===== src/rtl/sg_pkg.sv =====
package sg_pkg;
  // Source selected for loading the current page slot
  typedef enum logic [1:0] {
    LD_HOLD       = 2'd0,
    LD_FROM_NEXT  = 2'd1,
    LD_FROM_WRITE = 2'd2
  } cur_load_e;

  localparam int SG_ADDR_W  = 32;
  localparam int SG_COUNT_W = 16;
  localparam int SG_GROUP   = 4;
endpackage


===== src/rtl/sg_slot_regs.sv =====
module sg_slot_regs
  import sg_pkg::*;
#(
  parameter int AW = 32,
  parameter int CW = 16
) (
  input  logic          clk,
  input  logic          rst,
  input  logic          wr_req,
  input  logic [AW-1:0] wr_addr,
  input  logic [CW-1:0] wr_cnt,
  input  logic          wr_flag,
  input  logic          take,
  output logic          cur_active,
  output logic [AW-1:0] cur_addr,
  output logic          cur_flag,
  output logic          last_take,
  output logic          nxt_full,
  output logic [CW-1:0] nxt_cnt,
  output logic          nxt_flag
);
  logic [AW-1:0] nxt_addr_q;
  logic [CW-1:0] cur_rem;
  logic          wr_ok;
  logic          cur_free;
  cur_load_e     ld_sel;

  assign last_take = take && (cur_rem == CW'(1));
  assign wr_ok     = wr_req && !nxt_full && (wr_cnt != '0);
  assign cur_free  = !cur_active || last_take;

  always_comb begin
    ld_sel = LD_HOLD;
    if (cur_free && nxt_full)   ld_sel = LD_FROM_NEXT;
    else if (cur_free && wr_ok) ld_sel = LD_FROM_WRITE;
  end

  // queued slot
  always_ff @(posedge clk) begin
    if (rst) begin
      nxt_full   <= 1'b0;
      nxt_addr_q <= '0;
      nxt_cnt    <= '0;
      nxt_flag   <= 1'b0;
    end else if (ld_sel == LD_FROM_NEXT) begin
      nxt_full   <= 1'b0;
      nxt_cnt    <= '0;
      nxt_flag   <= 1'b0;
    end else if (wr_ok && !cur_free) begin
      nxt_full   <= 1'b1;
      nxt_addr_q <= wr_addr;
      nxt_cnt    <= wr_cnt;
      nxt_flag   <= wr_flag;
    end
  end

  // current slot
  always_ff @(posedge clk) begin
    if (rst) begin
      cur_active <= 1'b0;
      cur_addr   <= '0;
      cur_rem    <= '0;
      cur_flag   <= 1'b0;
    end else begin
      unique case (ld_sel)
        LD_FROM_NEXT: begin
          cur_active <= 1'b1;
          cur_addr   <= nxt_addr_q;
          cur_rem    <= nxt_cnt;
          cur_flag   <= nxt_flag;
        end
        LD_FROM_WRITE: begin
          cur_active <= 1'b1;
          cur_addr   <= wr_addr;
          cur_rem    <= wr_cnt;
          cur_flag   <= wr_flag;
        end
        default: begin
          if (last_take) begin
            cur_active <= 1'b0;
            cur_rem    <= '0;
            cur_flag   <= 1'b0;
            cur_addr   <= cur_addr + AW'(1);
          end else if (take) begin
            cur_rem    <= cur_rem - CW'(1);
            cur_addr   <= cur_addr + AW'(1);
          end
        end
      endcase
    end
  end


  promote_chk: assert property (@(posedge clk) disable iff (rst)
    (last_take && nxt_full) |=> (cur_active && !nxt_full));

  idle_after_last_chk: assert property (@(posedge clk) disable iff (rst)
    (last_take && !nxt_full && !wr_req) |=> !cur_active);

  full_hold_chk: assert property (@(posedge clk) disable iff (rst)
    (nxt_full && !cur_free) |=> (nxt_full && $stable(nxt_cnt) && $stable(nxt_flag)));

  idle_stay_chk: assert property (@(posedge clk) disable iff (rst)
    (!cur_active && !wr_req) |=> !cur_active);
endmodule


===== src/rtl/sg_burst_pack.sv =====
module sg_burst_pack #(
  parameter int AW  = 32,
  parameter int GRP = 4,
  localparam int DW  = 8 * GRP,
  localparam int NBW = $clog2(GRP + 1),
  localparam int CTW = (GRP > 1) ? $clog2(GRP) : 1
) (
  input  logic           clk,
  input  logic           rst,
  input  logic           take,
  input  logic [7:0]     byte_in,
  input  logic [AW-1:0]  byte_addr,
  input  logic           last,
  input  logic           burst_en,
  output logic           wr_vld,
  output logic [AW-1:0]  wr_addr,
  output logic [DW-1:0]  wr_data,
  output logic [NBW-1:0] wr_nbytes
);
  logic [CTW-1:0] acc_n;
  logic [DW-1:0]  acc_data;
  logic [AW-1:0]  acc_addr;
  logic [DW-1:0]  merged;
  logic [AW-1:0]  base_addr;
  logic           flush;

  // place the incoming byte into the lane given by the fill count
  for (genvar g = 0; g < GRP; g++) begin : g_lane
    assign merged[8*g +: 8] = (acc_n == CTW'(g)) ? byte_in : acc_data[8*g +: 8];
  end

  assign flush     = !burst_en || last || (acc_n == CTW'(GRP - 1));
  assign base_addr = (acc_n == '0) ? byte_addr : acc_addr;

  always_ff @(posedge clk) begin
    if (rst) begin
      wr_vld    <= 1'b0;
      wr_addr   <= '0;
      wr_data   <= '0;
      wr_nbytes <= '0;
      acc_n     <= '0;
      acc_data  <= '0;
      acc_addr  <= '0;
    end else begin
      wr_vld <= take && flush;
      if (take) begin
        if (flush) begin
          wr_data   <= merged;
          wr_addr   <= base_addr;
          wr_nbytes <= NBW'(acc_n) + NBW'(1);
          acc_n     <= '0;
          acc_data  <= '0;
        end else begin
          acc_n    <= acc_n + CTW'(1);
          acc_data <= merged;
          if (acc_n == '0) acc_addr <= byte_addr;
        end
      end
    end
  end


  nbytes_range_chk: assert property (@(posedge clk) disable iff (rst)
    wr_vld |-> ((wr_nbytes != '0) && (wr_nbytes <= NBW'(GRP))));

  no_take_no_write_chk: assert property (@(posedge clk) disable iff (rst)
    !take |=> !wr_vld);
endmodule


===== src/rtl/sg_irq_unit.sv =====
module sg_irq_unit (
  input  logic clk,
  input  logic rst,
  input  logic pint_en,
  input  logic glb_en,
  input  logic fin,
  input  logic fin_flag,
  output logic sticky,
  output logic irq
);
  always_ff @(posedge clk) begin
    if (rst) begin
      sticky <= 1'b0;
      irq    <= 1'b0;
    end else begin
      if (!pint_en) sticky <= 1'b0;
      else if (fin && fin_flag) sticky <= 1'b1;
      irq <= sticky && glb_en;
    end
  end


  sticky_clear_chk: assert property (@(posedge clk) disable iff (rst)
    !pint_en |=> !sticky);

  sticky_set_chk: assert property (@(posedge clk) disable iff (rst)
    (pint_en && fin && fin_flag) |=> sticky);

  no_spurious_chk: assert property (@(posedge clk) disable iff (rst)
    (!sticky && !(fin && fin_flag)) |=> !sticky);

  irq_gate_chk: assert property (@(posedge clk) disable iff (rst)
    !glb_en |=> !irq);
endmodule


===== src/rtl/sg_page_seq.sv =====
module sg_page_seq
  import sg_pkg::*;
#(
  parameter int AW  = SG_ADDR_W,
  parameter int CW  = SG_COUNT_W,
  parameter int GRP = SG_GROUP,
  localparam int DW  = 8 * GRP,
  localparam int NBW = $clog2(GRP + 1)
) (
  input  logic           clk,
  input  logic           rst,
  input  logic           nxt_wr,
  input  logic [AW-1:0]  nxt_addr_in,
  input  logic [CW-1:0]  nxt_cnt_in,
  input  logic           nxt_pint_in,
  input  logic           pint_en,
  input  logic           glb_irq_en,
  input  logic           burst_en,
  input  logic           byte_vld,
  input  logic [7:0]     byte_in,
  output logic           wr_vld,
  output logic [AW-1:0]  wr_addr,
  output logic [DW-1:0]  wr_data,
  output logic [NBW-1:0] wr_nbytes,
  output logic           dma_done,
  output logic           nxt_empty,
  output logic           cur_pint,
  output logic           nxt_pint,
  output logic [CW-1:0]  nxt_cnt_rd,
  output logic           pg_irq,
  output logic           irq_out
);
  logic          cur_active;
  logic [AW-1:0] cur_addr;
  logic          last_take;
  logic          nxt_full;
  logic          take;

  assign take = byte_vld && cur_active;

  sg_slot_regs #(.AW(AW), .CW(CW)) u_slots (
    .clk        (clk),
    .rst        (rst),
    .wr_req     (nxt_wr),
    .wr_addr    (nxt_addr_in),
    .wr_cnt     (nxt_cnt_in),
    .wr_flag    (nxt_pint_in),
    .take       (take),
    .cur_active (cur_active),
    .cur_addr   (cur_addr),
    .cur_flag   (cur_pint),
    .last_take  (last_take),
    .nxt_full   (nxt_full),
    .nxt_cnt    (nxt_cnt_rd),
    .nxt_flag   (nxt_pint)
  );

  sg_burst_pack #(.AW(AW), .GRP(GRP)) u_pack (
    .clk       (clk),
    .rst       (rst),
    .take      (take),
    .byte_in   (byte_in),
    .byte_addr (cur_addr),
    .last      (last_take),
    .burst_en  (burst_en),
    .wr_vld    (wr_vld),
    .wr_addr   (wr_addr),
    .wr_data   (wr_data),
    .wr_nbytes (wr_nbytes)
  );

  sg_irq_unit u_irq (
    .clk      (clk),
    .rst      (rst),
    .pint_en  (pint_en),
    .glb_en   (glb_irq_en),
    .fin      (last_take),
    .fin_flag (cur_pint),
    .sticky   (pg_irq),
    .irq      (irq_out)
  );

  assign dma_done  = !cur_active;
  assign nxt_empty = !nxt_full;


  idle_no_write_chk: assert property (@(posedge clk) disable iff (rst)
    dma_done |=> !wr_vld);

  idle_start_chk: assert property (@(posedge clk) disable iff (rst)
    (dma_done && nxt_wr && (nxt_cnt_in != '0)) |=> (!dma_done && nxt_empty));
endmodule


===== config.mk =====
export PLATFORM = sky130hd
export DESIGN_NAME = sg_page_seq
export DESIGN_NICKNAME = d
export VERILOG_FILES = /design/src/rtl/sg_pkg.sv /design/src/rtl/sg_slot_regs.sv /design/src/rtl/sg_burst_pack.sv /design/src/rtl/sg_irq_unit.sv /design/src/rtl/sg_page_seq.sv
export SDC_FILE = /design/constraint.sdc
export NUM_CORES = 1
export LEC_CHECK = 0
export ABC_CLOCK_PERIOD_IN_PS = 3700
export BUFFER_PORTS_ARGS = -buffer_cell sky130_fd_sc_hd__clkbuf_2
export CORE_MARGIN = 8
export CORE_UTILIZATION = 50
export CTS_BUF_LIST = sky130_fd_sc_hd__clkbuf_16
export CTS_CLUSTER_SIZE = 40
export DETAILED_ROUTE_END_ITERATION = 8
export PLACE_DENSITY = 0.71
export SYNTH_ARGS = -nofsm -noshare
export SYNTH_HDL_FRONTEND = slang
export SYNTH_HIERARCHICAL = 1
export SYNTH_SLANG_ARGS = --single-unit

===== constraint.sdc =====
create_clock -name clk -period 3.7 [get_ports clk]
set_clock_uncertainty 0.15 [all_clocks]
set_input_delay 0.74 -clock clk [delete_from_list [all_inputs] [get_ports clk]]
set_output_delay 0.74 -clock clk [all_outputs]
set_load 0.05 [all_outputs]

==> results.json <==
{
  "status": "complete, no violations",
  "drcViolationCount": 0,
  "antenna_found_initial": 0,
  "drive_gt1_share_pct": 17.58,
  "drv_cap": 0,
  "vias": 10865,
  "arrival_ns": 3.21,
  "clkSinkCount": 236,
  "start_util_pct": 51.00,
  "reg2reg_depth": 10,
  "drv_slew": 0,
  "swShare_pct": 30.04,
  "grt.busiest_layer": "met2",
  "fin_crit_ns": 2.911,
  "p_leak_uw": 0.004981,
  "areaGrowthSynthToFinish_pct": 14.96,
  "synth_area_leaders": "dfxtp_1 41%, a21oi_1 6.9%, nand2_1 6.6%",
  "path_max_fanout": 61,
  "gp_congestion": 0.8928,
  "clock_power_share_pct": 39.8,
  "critical_path_required_ns": 4.00,
  "root_buffer": "clkbuf_16",
  "core-area_mm2": 0.02264,
  "fin_area_mm2": 0.01328,
  "ys_ff_latch": 236,
  "hold_viol": 0,
  "synth_cell_types": 70,
  "internal-power_uw": 4483,
  "antenna_cells": 0,
  "grt_use_total_pct": 22.69,
  "maxSlewHeadroom_pct": 43.89,
  "tightest_slew_ns": 0.8417,
  "post_cts_resized": 0,
  "r2r_setup_slack_ns": 0.79,
  "cts.path.max_buffers": 3,
  "hold_end": "u_slots/nxt_addr_q[30]",
  "hp-start": "nxt_addr_in[30]",
  "p_sw_uw": 1925,
  "min_path_cells": 3,
  "final_util_pct": 58.64,
  "yosysMostFrequentCell": "dfxtp_1",
  "cp-end-kind": "flip-flop",
  "postRouteAntennaNets": 0,
  "ios": 154,
  "place_area_mm2": 0.01244,
  "nets": 1558,
  "ys_seq_area_share_pct": 40.91,
  "fmax_mhz": 343.5,
  "cp_cell_sequence": "and2_4, buf_4, inv_1, buf_4, o21ai_0, a31oi_1, buf_12, nor2_1, o21ai_0, o31ai_1",
  "setup_violations": 0,
  "synth_common_cells": "236 x dfxtp_1, 202 x nand2_1, 159 x a21oi_1",
  "cts_buffers": 26,
  "fp-row-count": 55,
  "grt_overflow": 0,
  "die_h_um": 168.0,
  "fin_tns_setup_ns": 0,
  "vias_per_cell": 6.063,
  "pwr_density_cell_mw_per_mm2": 482.7,
  "gr-usage-met3_pct": 4.163,
  "rsz0062_at_grt": "false",
  "r2r_start": "u_slots/cur_active",
  "ys_warn_count": 6,
  "globalRouteMet1Util_pct": 32.34,
  "worstSetupStartpoint": "u_slots/cur_active",
  "tritoncts": "yes",
  "drtIter0Drc": 1063,
  "yosys.area.top_type": "dfxtp_1",
  "fin_crit_sh_pct": 78.68,
  "synth_fp_nets": 1466,
  "critPathMaxStageDelay_ns": 0.54,
  "wl_um": 33550,
  "grt_start_max_net_pins": 85,
  "grtUsageMet2_pct": 34.49,
  "worstSkewPairLatency_ns": 0.54,
  "cts_hold_buf": 0,
  "synth_top_area_share_pct": 40.91,
  "reg2reg_to": "u_slots/cur_addr[11]",
  "drtPass1Iterations": 7,
  "grt_pass1_wl_um": 53880,
  "post_cts_buffers": 0,
  "crit_path_start_kind": "flip-flop",
  "avgSynthCellArea_um2": 8.278,
  "path_class": "reg2reg",
  "vdd_drop_max_v": 0.0003122,
  "combPwrFrac_pct": 16.7,
  "chipWidth_um": 168.0,
  "grt_pass1_vias": 10136,
  "clk_pin_slew_worst_paths_ns": 0.06,
  "synth-edff-count": 0,
  "io_buffer_count": 153,
  "ys.flop_type": "dfxtp_1",
  "hpwl_um": 22490,
  "hold_class": "in2reg",
  "synthArstFlopShare_pct": 0,
  "syn_inst": 1395,
  "cp_slowest_cell": "buf_4",
  "wl_per_cell_um": 18.72,
  "die_area_mm2": 0.02821,
  "synth_area_mm2": 0.01155,
  "h-tree-depth": 1,
  "p_seq_share_pct": 43.5
}
-- flip-flops by register name, summed over array words and instances (netlist names), 16 cells and up --
signal / flops
u_slots/nxt_addr_q: 32
u_pack/wr_data: 32
u_pack/wr_addr: 32
u_slots/cur_addr: 32
u_slots/cur_rem: 16
u_slots/nxt_cnt: 16
u_pack/acc_addr: 32
u_pack/acc_data: 32
-- worst max-delay path, delay by kind of cell (launching register included) --
family                 cells  cell delay [ns]
buffers and inverters      4             1.05
AO/OA/AOI/OAI              4             0.65
AND/OR/NAND/NOR            2             0.59
flip-flops                 1             0.36
-- placed cells by master (no fill, tap or decap), types with 9 or more instances in the layout --
| master | instances |
|---|---|
| dfxtp_1 | 235 |
| nand2_1 | 202 |
| a21oi_1 | 158 |
| clkbuf_2 | 152 |
| o21ai_0 | 105 |
| mux2i_1 | 69 |
| nand2b_1 | 60 |
| a211oi_1 | 54 |
| nor2_1 | 44 |
| nand3_1 | 39 |
| nand4b_1 | 33 |
| buf_4 | 30 |
| clkbuf_16 | 26 |
| nor3_1 | 23 |
| inv_1 | 19 |
| a211oi_2 | 17 |
| nor4_1 | 15 |
| a22oi_1 | 14 |
| or3_1 | 13 |
| and3_1 | 12 |
| nor2b_1 | 10 |
| nand4_1 | 10 |
| clkinv_1 | 9 |
| and2_1 | 9 |
| o2bb2ai_1 | 9 |
| o31ai_1 | 9 |
-- per-stage QoR --
stage | power, µW | setup WS [ns] | hold WS [ns] | cells
after CTS | 6427 | 0.7891 | 0.2750 | 1792
after detailed placement | 3896 | 0.3394 | 0.2947 | 1744
after global routing | 6641 | 0.5948 | 0.2866 | 1792
final | 6407 | 0.7888 | 0.2881 | 1792
after floorplan | 3570 | 0.4571 | 0.2791 | 1395
after global placement | 3885 | 0.3749 | 0.2887 | 1744
-- logic make-up after synthesis --
kind of cell | synth area share (%)
fa+ha+maj | 0.7584
flops | 40.91
simple gates | 22.73
buf+inv | 5.114
compound gates | 23.81
mux | 6.371
xor+xnor | 0.3034
-- how the worst max path moves through the flow --
stage,end,slack (ns)
finish,u_slots/cur_addr[11],0.79
global route,u_pack/wr_data[7],0.59
CTS,u_slots/cur_addr[11],0.79
detailed placement,u_pack/wr_data[31],0.34
global placement,u_pack/wr_data[3],0.37
floorplan,u_pack/wr_data[24],0.46
-- power by group through the flow --
stage               clock network [µW]  registers (µW)  logic (µW)
floorplan                            0            2960         608
CTS                               2580            2780        1060
detailed placement                   0            2840        1060
global placement                     0            2840        1050
finish                            2550            2790        1070
global route                      2680            2800        1160
-- metal layers --
| metal | routed length, µm | part of all wire (%) |
|---|---|---|
| met1 | 15750 | 47 |
| met2 | 14380 | 43 |
| met3 | 2655 | 7.9 |
| met4 | 764 | 2.3 |
| met5 | 0 | 0 |
-- layout make-up --
| type | instances | area (µm²) |
|---|---|---|
| fillers | 2061 | 9365 |
| multi-input cells | 1022 | 6261 |
| flip-flops and latches | 236 | 4726 |
| repair buffers | 185 | 1037 |
| clock buffers | 26 | 650.6 |
| well taps | 285 | 356.6 |
| clock inverters | 22 | 183.9 |
| inverters | 16 | 60.06 |
(Power assumes the default switching activity.)
